--- src/rtl/vr_pkg.sv ---
package vr_pkg;
    typedef enum logic [2:0] {
        S_IDLE,
        S_WAIT_COMMIT,
        S_CHALLENGE,
        S_WAIT_RESPONSE,
        S_CHECK,
        S_NEXT,
        S_ACCEPT,
        S_REJECT
    } vr_state_t;

    localparam logic COIN_SEED_REVEAL = 1'b0;
    localparam logic COIN_POS_REVEAL  = 1'b1;
endpackage

--- src/rtl/vr_coin_lfsr.sv ---
module vr_coin_lfsr #(
    parameter int          W     = 16,
    parameter logic [W-1:0] SEED = 16'hACE1,
    parameter logic [W-1:0] TAPS = 16'hB400
) (
    input  logic         clk,
    input  logic         rst_n,
    output logic         coin,
    output logic [W-1:0] state_q
);
    localparam logic [W-1:0] SAFE_SEED = (SEED == '0) ? W'(1) : SEED;

    always_ff @(posedge clk or negedge rst_n) begin
        if (!rst_n) begin
            state_q <= SAFE_SEED;
        end else if (state_q[0]) begin
            state_q <= (state_q >> 1) ^ TAPS;
        end else begin
            state_q <= state_q >> 1;
        end
    end

    assign coin = state_q[0];
endmodule

--- src/rtl/vr_round_counter.sv ---
module vr_round_counter #(
    parameter int ROUNDS = 8,
    parameter int CW     = $clog2(ROUNDS + 1)
) (
    input  logic          clk,
    input  logic          rst_n,
    input  logic          clr,
    input  logic          inc,
    output logic [CW-1:0] count,
    output logic          last
);
    localparam logic [CW-1:0] LAST_VAL = CW'(ROUNDS - 1);

    always_ff @(posedge clk or negedge rst_n) begin
        if (!rst_n) begin
            count <= '0;
        end else if (clr) begin
            count <= '0;
        end else if (inc) begin
            count <= count + 1'b1;
        end
    end

    assign last = (count == LAST_VAL);
endmodule

--- src/rtl/vr_fsm.sv ---
module vr_fsm
    import vr_pkg::*;
(
    input  logic      clk,
    input  logic      rst_n,
    input  logic      start,
    input  logic      commit_valid,
    input  logic      resp_valid,
    input  logic      resp_kind,
    input  logic      check_done,
    input  logic      check_pass,
    input  logic      coin_in,
    input  logic      last_round,
    output vr_state_t state,
    output logic      coin_q,
    output logic      cnt_clr,
    output logic      cnt_inc,
    output logic      commit_ready,
    output logic      chal_valid,
    output logic      resp_ready,
    output logic      check_req,
    output logic      accept,
    output logic      reject
);
    vr_state_t nxt;
    logic      take_commit;

    assign take_commit = (state == S_WAIT_COMMIT) && commit_valid;

    // state register and the coin latched at commit time
    always_ff @(posedge clk or negedge rst_n) begin
        if (!rst_n) begin
            state  <= S_IDLE;
            coin_q <= 1'b0;
        end else begin
            state <= nxt;
            if (take_commit) begin
                coin_q <= coin_in;
            end
        end
    end

    always_comb begin
        nxt = state;
        unique case (state)
            S_IDLE:          if (start) nxt = S_WAIT_COMMIT;
            S_WAIT_COMMIT:   if (commit_valid) nxt = S_CHALLENGE;
            S_CHALLENGE:     nxt = S_WAIT_RESPONSE;
            S_WAIT_RESPONSE: begin
                if (resp_valid) begin
                    nxt = (resp_kind == coin_q) ? S_CHECK : S_REJECT;
                end
            end
            S_CHECK: begin
                if (check_done) begin
                    nxt = check_pass ? S_NEXT : S_REJECT;
                end
            end
            S_NEXT:          nxt = last_round ? S_ACCEPT : S_WAIT_COMMIT;
            S_ACCEPT:        if (start) nxt = S_WAIT_COMMIT;
            S_REJECT:        nxt = S_REJECT;
            default:         nxt = S_IDLE;
        endcase
    end

    // outputs decoded from the current state
    always_comb begin
        commit_ready = 1'b0;
        chal_valid   = 1'b0;
        resp_ready   = 1'b0;
        check_req    = 1'b0;
        accept       = 1'b0;
        reject       = 1'b0;
        cnt_inc      = 1'b0;
        cnt_clr      = 1'b0;
        unique case (state)
            S_IDLE:          cnt_clr = start;
            S_WAIT_COMMIT:   commit_ready = 1'b1;
            S_CHALLENGE:     chal_valid = 1'b1;
            S_WAIT_RESPONSE: resp_ready = 1'b1;
            S_CHECK:         check_req = 1'b1;
            S_NEXT:          cnt_inc = 1'b1;
            S_ACCEPT: begin
                accept  = 1'b1;
                cnt_clr = start;
            end
            S_REJECT:        reject = 1'b1;
            default:         ;
        endcase
    end
endmodule

--- src/rtl/verify_round_ctrl.sv ---
module verify_round_ctrl
    import vr_pkg::*;
#(
    parameter int          ROUNDS    = 8,
    parameter int          LFSR_W    = 16,
    parameter logic [15:0] LFSR_SEED = 16'hACE1,
    parameter logic [15:0] LFSR_TAPS = 16'hB400
) (
    input  logic                          clk,
    input  logic                          rst_n,
    input  logic                          start,
    input  logic                          commit_valid,
    output logic                          commit_ready,
    output logic                          chal_valid,
    output logic                          chal_bit,
    input  logic                          resp_valid,
    input  logic                          resp_kind,
    output logic                          resp_ready,
    output logic                          check_req,
    output logic                          check_kind,
    input  logic                          check_done,
    input  logic                          check_pass,
    output logic [$clog2(ROUNDS+1)-1:0]   rounds_passed,
    output logic                          accept,
    output logic                          reject
);
    localparam int CW = $clog2(ROUNDS + 1);

    logic              coin;
    logic [LFSR_W-1:0] lfsr_state;
    logic              coin_q;
    logic              cnt_clr;
    logic              cnt_inc;
    logic              last_round;
    vr_state_t         state;

    vr_coin_lfsr #(
        .W    (LFSR_W),
        .SEED (LFSR_W'(LFSR_SEED)),
        .TAPS (LFSR_W'(LFSR_TAPS))
    ) u_lfsr (
        .clk     (clk),
        .rst_n   (rst_n),
        .coin    (coin),
        .state_q (lfsr_state)
    );

    vr_round_counter #(
        .ROUNDS (ROUNDS),
        .CW     (CW)
    ) u_cnt (
        .clk   (clk),
        .rst_n (rst_n),
        .clr   (cnt_clr),
        .inc   (cnt_inc),
        .count (rounds_passed),
        .last  (last_round)
    );

    vr_fsm u_fsm (
        .clk          (clk),
        .rst_n        (rst_n),
        .start        (start),
        .commit_valid (commit_valid),
        .resp_valid   (resp_valid),
        .resp_kind    (resp_kind),
        .check_done   (check_done),
        .check_pass   (check_pass),
        .coin_in      (coin),
        .last_round   (last_round),
        .state        (state),
        .coin_q       (coin_q),
        .cnt_clr      (cnt_clr),
        .cnt_inc      (cnt_inc),
        .commit_ready (commit_ready),
        .chal_valid   (chal_valid),
        .resp_ready   (resp_ready),
        .check_req    (check_req),
        .accept       (accept),
        .reject       (reject)
    );

    assign chal_bit   = coin_q;
    assign check_kind = coin_q;
endmodule

--- config.mk ---
export PLATFORM = sky130hd
export DESIGN_NAME = verify_round_ctrl
export DESIGN_NICKNAME = d
export VERILOG_FILES = /design/src/rtl/vr_pkg.sv /design/src/rtl/vr_coin_lfsr.sv /design/src/rtl/vr_round_counter.sv /design/src/rtl/vr_fsm.sv /design/src/rtl/verify_round_ctrl.sv
export SDC_FILE = /design/constraint.sdc
export NUM_CORES = 1
export LEC_CHECK = 0
export ABC_AREA = 1
export BUFFER_PORTS_ARGS = -buffer_cell sky130_fd_sc_hd__buf_4
export CORE_ASPECT_RATIO = 1.5
export CORE_UTILIZATION = 35
export CTS_CLUSTER_DIAMETER = 40
export DETAILED_ROUTE_END_ITERATION = 8
export GPL_ROUTABILITY_DRIVEN = 1
export PLACE_DENSITY = 0.57
export SLEW_MARGIN = 20
export SYNTH_ARGS = -nofsm -noshare
export SYNTH_HDL_FRONTEND = slang
export SYNTH_SLANG_ARGS = --single-unit
--- constraint.sdc ---
create_clock -name clk -period 1.6 [get_ports clk]
set_input_delay 0.32 -clock clk [delete_from_list [all_inputs] [get_ports clk]]
set_output_delay 0.32 -clock clk [all_outputs]
set_load 0.03 [all_outputs]
== After elaboration in Yosys (flattened, before gate mapping) ==
Index checks and enable logic that the tools add are counted.

* Register bits after elaboration: 24
* Logic and storage cells: 43

* $add $sub $neg: 1
* Equality and inequality tests: 13
* Multiplexer cells: 19
* Bitwise logic cells: 1
* Reductions and logical operators: 5

{| class="wikitable"
|+ Operators with widths
! kind !! number
|-
| $pmux W3 S7 || 1
|-
| $mux W16 || 1
|-
| $mux W3 || 5
|-
| $eq A3 B3 Y1 const B || 4
|-
| $mux W1 || 8
|-
| $mux W4 || 2
|-
| $eq A3 B2 Y1 const B || 2
|-
| $ne A2 B2 Y1 const B || 3
|-
| $add A4 B1 Y4 const B || 1
|-
| $eq A4 B3 Y1 const B || 1
|-
| $mux W2 || 2
|-
| $not A3 Y4 || 1
|-
| $reduce_and A4 Y1 || 1
|-
| $eq A3 B1 Y1 const B || 1
|-
| $logic_not A3 Y1 || 1
|-
| $ne A2 B1 Y1 const B || 1
|-
| $reduce_bool A2 Y1 || 1
|-
| $reduce_or A2 Y1 || 1
|-
| $eq A1 B1 Y1 || 1
|-
| $logic_and A1 B1 Y1 || 1
|}

== Logic depth before layout (Yosys ltp) ==
Gate-level depths: netlist (run 1).

* Depth in word-level cells: 4
* Depth in mapped cells: 9
* Gate-level depth less buffers: 8

== Cells and area by module ==
From an unflattened synthesis (run 1), not the netlist that was laid out.

* Cells, all modules: 121
* Area total of the unflattened synthesis: 1047.3 µm²

{| class="wikitable"
|+ By module, submodules not included
! module !! times used !! cells an instance !! area each (µm²) !! seq. area each (µm²)
|-
| vr_coin_lfsr || 1 || 30 || 466.7 || 410.4
|-
| vr_fsm || 1 || 65 || 365.4 || 100.1
|-
| vr_round_counter || 1 || 25 || 207.7 || 100.1
|-
| verify_round_ctrl || 1 || 1 || 7.5 || 0.0
|}

== Least setup slack after synthesis (run 1) ==
No wires, ideal clock.

* Path kind: reg-to-output
* From: register u_fsm.state[1]
* To: output port accept
* Arrival time: 1.208 ns
* Data required time: 1.280 ns
* Slack: 0.072 ns
* Stages on the path, launching flop included: 3
* Buffers on the path: 0
* Cell sequence: dfrtp_1 -> inv_1 -> nor3_1

* Word-level cells in the longest chain between the ends: 2

{| class="wikitable"
|+ RTL lines
! item !! RTL line !! text
|-
| start: declaration || vr_fsm.sv:14 || <nowiki>output vr_state_t state,</nowiki>
|-
| start signal: assignment || vr_fsm.sv:36 || <nowiki>state <= nxt;</nowiki>
|-
| $eq A3 B3 Y1 || vr_fsm.sv:76 || <nowiki>unique case (state)</nowiki>
|-
| $mux W1 || vr_fsm.sv:76 ||
|-
| end: declaration || verify_round_ctrl.sv:24 || <nowiki>output logic accept,</nowiki>
|}

No other way between the ends.

== Worst setup path after layout (run 1) ==
* From: register u_fsm.state[2]
* To: output port commit_ready

* Word-level cells in the longest chain between the ends: 2

{| class="wikitable"
|+ RTL lines
! item !! RTL line !! text
|-
| $eq A3 B1 Y1 || vr_fsm.sv:76 ||
|-
| $mux W1 || vr_fsm.sv:76 ||
|-
| end: declaration || verify_round_ctrl.sv:13 || <nowiki>output logic commit_ready,</nowiki>
|}

No other way between the ends.

==> results of run 1 <==
## synth_stat cells, drive strengths merged
master / n / share of area (%)
a21oi: 1 / 0.48
ha: 1 / 1.2
nor2: 10 / 4.3
dfstp: 8 / 20
nand2: 28 / 10
nand4: 2 / 1.2
buf: 3 / 2.5
inv: 20 / 7.2
and2: 1 / 0.60
nand3: 15 / 7.7
xor2: 5 / 4.2
or2: 1 / 0.60
nor3: 1 / 0.48
dfrtp: 16 / 38
o21ai: 2 / 0.96
## power by group
group / internal, uW / total [uW] / switching [uW] / leakage, uW
clock network: 334 / 514 / 180 / 0.0000357
logic: 288 / 804 / 516 / 0.000389
registers: 679 / 792 / 113 / 0.000296
total: 1300 / 2110 / 810 / 0.000721
## cells by family after synthesis
logic type               after synthesis
flip-flops                            24
AO/OA/AOI/OAI                          3
buffers and inverters                 23
AND/OR/NAND/NOR                       58
XOR/XNOR                               5
adder cells (fa/ha/maj)                1
## what timing repair did
item                                   in CTS  in global routing
gates resized for setup                     0                  5
endpoints found under the hold margin      16                  0
setup endpoints to repair                   0                  4
setup buffers                               0                  0
hold buffers                                1                  0
## area by class of cell
cell class	instances	share of cell area [%]
Clock buffer	3	3.191
Clock inverter	1	2.321
Inverter	20	5.803
Multi-Input combinational cell	67	25.82
Sequential cell	24	47.49
Tap cell	37	3.578
Timing Repair Buffer	20	11.80
## routing by layer
layer,up-vias,wire (um),track usage [%]
met4,0,18,7.721
met3,2,63,2.344
met5,-,0,0
met1,350,825,17.49
li1,388,-,-
met2,15,853,19.27
## state kept, by name (all words and copies together) (netlist names)
register and flops:
u_fsm.coin_q 1, u_lfsr.state_q 16, u_cnt.count 4, u_fsm.state 3
## through the flow
stage / hold WS (ps) / utilization (%) / power [uW]
final: 357.8 / 46.83 / 2110
after global routing: 363.9 / 46.83 / 2266
after CTS: 356.1 / 46.60 / 2115
after detailed placement: 234.6 / 43.66 / 1591
after global placement: 228.5 / 43.66 / 1574
after floorplan: 24.41 / - / 1385
## worst paths after layout
kind                              startpoint            endpoint  slack (ps)  cells after the start
hold / removal             u_lfsr.state_q[3]   u_lfsr.state_q[2]         360                      0
min in group asynchronous              rst_n      u_cnt.count[2]         480                      2
setup / recovery              u_fsm.state[2]        commit_ready         100                      4
max in group asynchronous              rst_n  u_lfsr.state_q[13]         840                      2
setup reg to reg              u_cnt.count[0]      u_fsm.state[1]         380                      7
hold reg to reg            u_lfsr.state_q[3]   u_lfsr.state_q[2]         360                      0
==> reports/results.txt, run 1 <==
The number of buffers on the longest clock path is 2, and the overall die area is 3208 um2. The netlist uses 19 different library cells. On the critical path, the stage with the largest delay is an instance of sky130_fd_sc_hd__dfrtp_2. After synthesis, the share of cell area in mux cells is 0%.

At the later pin of the worst-skew pair, clock insertion delay measures 260 ps. Final cell count without fillers: 172. The category of cells accounting for the largest share of critical-path delay was flip-flops. Global-route congestion overflow total: 0. The share of synthesized cell area in full adder, half adder and majority cells works out to 1.199%.

The ratio of final minimum period to clock period was 93.79%; the cell area after synthesis was 1044 um2. The total count of max-transition violations in the final report was 0. 20 I/O pins were placed. VDD sags by at most 0.0007201 V. The tools report the initial core utilization as 37.77%. Depth of the CTS H-tree: 1. The cell at the root of the clock tree is sky130_fd_sc_hd__clkbuf_8. The die boundary height is 68.88 um.

The fraction of the mapped netlist area in compound gates is 1.439%. The startpoint type of the worst setup path is a register. The fraction of the mapped netlist area in simple logic gates is 24.94%, and the highest clock frequency the design can meet is 666.4 MHz.

The synthesized netlist devotes 4.197% of its cell area to XOR and XNOR gates. The logs give 285 for the count of filler cells inserted in the layout and 0.0007205 uW for the leakage component of the power. The logs give 99.37 ps for the final setup slack of the worst path and 0 for the initial antenna violation count.

The clock input transition at the sequential cells of the worst setup and hold paths is 80 ps, and the number of warnings reported in the yosys synthesis log is 0. Detailed-routing iteration count for the pre-antenna-repair pass: 4. Type of the worst min-delay path: register to register. The number of nets still failing antenna checks after routing was 0; the cell area power density was 1631 nW/um2. For this run, the post-layout net count is 145.

Relative to the synthesized area, the layout overhead comes to 23.98%. The die is 46.58 um wide. Highest cell delay on the worst timing path: 480 ps. Sequential elements use 58.51% of the synthesized area. The critical path goes through inv_2 -> nand3_1 -> inv_1 -> buf_4.

The run finished with clean final reports. Setup repair after global routing left no endpoint under its margin. The largest net degree at the start of global routing was 25. The net count after synthesis is 123.

The tools report the placed instance count as 167. The number of max-cap violations is 0. TritonCTS built the clock tree. The number of hold violations in the final report came out at 0.

The average wire length per cell after detail routing was 10.23 um; the placeable core region was 2763 um2. The first global-routing pass estimated 2884 um of wire. The largest driver fanout on the critical path is 8. The site row count came out at 23.

The clock drives 24 sinks. The final routed DRC violation total came out at 0. The arrival time of the worst setup path was 1180 ps. Startpoint-to-endpoint class of the critical path: register to primary output.

The logs give 0 for the final number of setup-violating endpoints and 686 for the number of global-route vias before repair. In this run, the number of DRC markers left after iteration 0 of detailed routing was 11. The post-route clock skew came out at 3.008 ps.

Summing all placed instances gives a cell area of 1206 um2. At the end of routability-driven placement, the weighted congestion stood at 0.7328. In the routed layout, each cell is associated on average with a via count of 4.390.

A synthesized cell averages 9.154 um2. The multi-input combinational cells in the finished layout cover a total of 334.1 um2. The transition time at the pin with the least slew margin was 291.5 ps; the proportion of layout cells with a drive suffix above 1 was 31.11%. Global routing consumed, over all layers together, 13.04% of the routing resources.

With fillers left out, the area of the finished cells amounts to 1294 um2. The category of the worst setup path capture point was a primary output. The top cell types in the final layout, fill and taps aside, are 27 x sky130_fd_sc_hd__nand2_1, 19 x sky130_fd_sc_hd__buf_4, 17 x sky130_fd_sc_hd__inv_1, 14 x sky130_fd_sc_hd__nand3_1, 13 x sky130_fd_sc_hd__dfrtp_1. The overall via count from detail_route is 755, and the setup slack after placement is 311.6 ps. The clock buffer count from CTS is 3.

Footprint of the flip-flops and latches: 614.3 um2. Input and output buffers added on the ports amount to 19. Headroom to the max-slew limit came out at 80.57%. The most common library cell in the layout ignoring fill and taps was sky130_fd_sc_hd__nand2_1.

For this block, the routed nets add up to 1760 um of wire. The number of antenna diodes in the final layout is 0. By area, the combinational part of the netlist is dominated by simple AND/OR/NAND/NOR gates. The smallest clock period supported by the final layout is computed as 1501 ps.

Synthesis inferred 24 register bits. The logs give 114 for the synthesized instance count and 0 ps for the total negative setup slack. Data required time at the worst endpoint: 1280 ps. The number of buffers and inverters on the critical path is 3. After legalization and detailed placement, the total HPWL measured 1286 um.
Note: power is estimated with default switching activity, not from simulation.
==> inputs of run 2 (changes only) <==
--- a/config.mk
+++ b/config.mk
@@ -5,7 +5,6 @@
 export SDC_FILE = /design/constraint.sdc
 export NUM_CORES = 1
 export LEC_CHECK = 0
-export ABC_AREA = 1
 export BUFFER_PORTS_ARGS = -buffer_cell sky130_fd_sc_hd__buf_4
 export CORE_ASPECT_RATIO = 1.5
 export CORE_UTILIZATION = 35
==> run 2 against run 1 <==
Effect of this change: wire length grew 13%; die area fell by 1.2%; fmax decreased by 1.4%; clock-buffer cell count unchanged; highest routed layer unchanged; register-to-register slack worse by 210 ps; combinational power up 29%; first-iteration DRC count increased by 45%; global-route usage is 1.5 points higher; power increased by 11%.
==> reports/results.txt, run 2 <==
The run finished with clean final reports. Setup violations remaining at the end of the flow were counted as 0. The count of filler cells inserted in the layout was 254. Yosys attributes the largest share of cell area to sky130_fd_sc_hd__dfrtp_1 39%, sky130_fd_sc_hd__dfstp_2 20%, sky130_fd_sc_hd__a21oi_1 3.9%. The synthesized area per cell is 11.33 um2, and the clock buffer count from CTS is 3. After floorplanning, the core was divided into 23 placement rows.

The synthesized flop and latch total is 24. Startpoint-to-endpoint class of the critical path: register to primary output. For the total count of max-transition violations in the final report, the log shows 0. The biggest area contributor in the post-synthesis netlist is sky130_fd_sc_hd__dfrtp_1. The clock reaches the later pin of the worst-skew pair after 260 ps. TritonCTS built the clock tree. The footprint of the flip-flops and latches was 614.3 um2; the share of the yosys chip area belonging to registers was 59.22%. Using the TritonRoute via totals, the vias-per-cell ratio works out to 4.860. The number of nets handed over by synthesis was 100. In this run the worst hold path is classified as register to register.

The register with the highest flop count is u_lfsr.state_q. In this run the count of I/O pins placed on the die edge is 20. The logic depth of the worst register-to-register path is 5, and the final routed DRC violation total is 0. The flip-flop count of the largest register after layout was 16; the clock period minus final worst setup slack was 1523 ps. The placeable core region is 2734 um2. Of the post-synthesis cell area, the dominant cell type holds 38.83%. Leakage component of the power: 0.0006492 uW. The setup check on the worst reg-to-reg path leaves a slack of 170 ps. The number of different library cells in the post-synthesis netlist was 32; the minimum hold slack was 357.5 ps. The hold path depth was 0. Summing all placed instances gives a cell area of 1207 um2.

The synthesized instance count is 91, and the cell area power density is 1731 nW/um2. The tools report the worst relative slew slack as 80.76%. The post-route netlist has 40.83% of its cells at a drive strength greater than 1. The number of antenna diodes in the final layout is 0. The run gives 1031 um2 as the cell area after synthesis.

The clock input transition at the sequential cells of the worst setup and hold paths works out to 80 ps. The worst setup path is captured at a primary output. The combined area of the multi-input logic cells is 384.1 um2. The design draws 2346 uW. For this run, the number of Yosys warnings is 0. The worst register-to-register path ends at u_fsm.state[0]. In the layout the commonest cells are 29 x sky130_fd_sc_hd__buf_4, 13 x sky130_fd_sc_hd__dfrtp_1, 8 x sky130_fd_sc_hd__a21oi_1, 8 x sky130_fd_sc_hd__dfstp_2.

Derived from the worst setup path, the maximum achievable clock frequency is 656.8 MHz. For the final design utilization, the log shows 49.57%. The number of hold violations in the final report is 0. The clock net in this run drives a total of 24 sinks.

STA puts the critical path data required time at 1280 ps. The routed layout has 763 vias. Adding up every negative setup slack in the final design gives 0 ps.

The clock passes through at most 2 buffers. The die boundary height was 68.47 um. The number of port buffers is 19.

The wire length of the first global-routing pass is 3167 um. CTS placed an instance of sky130_fd_sc_hd__clkbuf_8 at the clock tree root. STA puts the critical path data arrival time at 1200 ps. Startpoint of the worst register-to-register path: u_cnt.count[1]. STA classifies the critical path startpoint as a register. Routability-driven placement finished with a final weighted congestion of 0.7974. In the synthesized netlist the async set-or-reset flop fraction comes to 100.0%. The run gives 696 as the number of global-route vias before repair. The initial antenna violation count came out at 0.

Setup repair after global routing left no endpoint under its margin. Global-route congestion overflow total: 0. In the final design database the tool counted 130 nets.

The overall die area was 3171 um2. The number of enable-type register cells in the synthesized netlist is 0. Largest driver fanout on the critical path: 10. The largest registers in the layout are u_lfsr.state_q: 16 flops, u_cnt.count: 4 flops, u_fsm.state: 3 flops.

The logs give 37.71% for the initial core utilization and 2.341 ps for the post-route clock skew. For the number of nets still failing antenna checks after routing, the log shows 0. Leaving out fill and tap cells, the most frequent cell in the layout is sky130_fd_sc_hd__buf_4.

The largest net degree at the start of global routing was 25; the horizontal die dimension was 46.32 um. After layout, the worst path uses 95.16% of the clock period. The half-perimeter wire length after detailed placement was 1354 um.

In the final routed layout, each cell accounts on average for 12.66 um. The startpoint identified for the worst hold timing path is u_lfsr.state_q[1]. The first routing iteration left 16 violations. The area growth from synthesis to layout came out at 31.43%. Across the VDD grid, the largest voltage drop is 0.0007402 V. With fillers left out, the area of the finished cells amounts to 1355 um2. After synthesis, the most frequently instantiated cells are 16 x sky130_fd_sc_hd__dfrtp_1, 8 x sky130_fd_sc_hd__a21oi_1, 8 x sky130_fd_sc_hd__dfstp_2, 7 x sky130_fd_sc_hd__nand2_1, 7 x sky130_fd_sc_hd__nor2_1.

For the pin with the worst max-slew slack, the measured transition is 288.6 ps. Global routing used 14.54% of the available tracks across all layers. Max-cap violations in this run came to 0.

The depth of the CTS H-tree is 1. The cell with the most instances after synthesis was sky130_fd_sc_hd__dfrtp_1. In the synthesized netlist the dominant register cell turns out to be sky130_fd_sc_hd__dfrtp_1. For hold timing, the worst endpoint is u_lfsr.state_q[0]. The logs give 1987 um for the post-detailed-routing wire length and 4 for the detailed-routing iteration count for the pre-antenna-repair pass.
-- run 2: cell types whose count changed in the layout (fill, tap and decap cells not counted), sizes merged, moves of 3 or more --
cell    change
a21oi       +7
a31oi       +3
buf        +10
inv        -17
nand2      -21
nand2b      +3
nand3      -13
nor2        -3
o22ai       +3
-- run 2: how the worst max path moves through the flow --
| stage | start | to | slack (ps) | cells after the start |
|---|---|---|---|---|
| final | u_fsm.state[1] | accept | 80 | 3 |
| after global routing | u_fsm.state[1] | accept | 20 | 3 |
| after CTS | u_fsm.state[0] | commit_ready | 30 | 3 |
| after detailed placement | u_fsm.state[2] | u_fsm.state[0] | 130 | 4 |
| after global placement | u_fsm.state[2] | u_fsm.state[0] | 120 | 4 |
| after floorplan | u_fsm.state[2] | u_fsm.coin_q | 10 | 4 |
-- run 2: timing repair --
| action | CTS | global route |
|---|---|---|
| gates resized for setup | 4 | 0 |
| buffers inserted | 4 | 4 |
| hold buffers | 1 | 0 |
| endpoints found under the hold margin | 16 | 0 |
| setup endpoints to repair | 6 | 2 |
-- run 2: cell families (layout without fill, tap and decap cells) --
family / Yosys count / in the layout / synth area share, %
multiplexers: 3 / 3 / 3.155
AND/OR/NAND/NOR: 30 / 30 / 15.29
flip-flops: 24 / 24 / 59.22
adder cells (fa/ha/maj): 1 / 1 / 1.213
AO/OA/AOI/OAI: 20 / 20 / 12.62
XOR/XNOR: 5 / 5 / 4.247
buffers and inverters: 8 / 37 / 4.247
-- run 2: final cells by class --
type | instances | share of cell area, %
clock buffers | 3 | 3.047
flip-flops and latches | 24 | 45.34
inverters | 3 | 0.8310
well taps | 37 | 3.416
multi-input cells | 59 | 28.35
repair buffers | 30 | 16.81
clock inverters | 1 | 2.216
-- run 2: metal layers --
layer	GRT usage [%]	vias to the layer above	share of wire, %
li1	-	372	-
met1	18.23	370	42
met2	23.78	19	54
met3	2.375	2	3.2
met4	6.618	0	0.75
met5	0	-	0
-- run 2: worst max-delay path, stage by stage, from the launching register on --
cell and delay [ps]:
sky130_fd_sc_hd__dfrtp_2 490, sky130_fd_sc_hd__inv_1 160, sky130_fd_sc_hd__nor2_1 130, sky130_fd_sc_hd__buf_4 160
-- run 2: per-stage QoR --
stage | instances | setup slack [ps]
final | 157 | 77.38
after global routing | 157 | 16.08
after CTS | 153 | 32.50
after detailed placement | 144 | 129.6
after global placement | 144 | 124.5
after floorplan | 91 | 11.59
-- run 2: power by group --
part | leakage [uW] | switching (uW) | internal (uW)
clock | 0.0000357 | 177 | 334
combinational | 0.000317 | 570 | 467
sequential | 0.000296 | 121 | 677
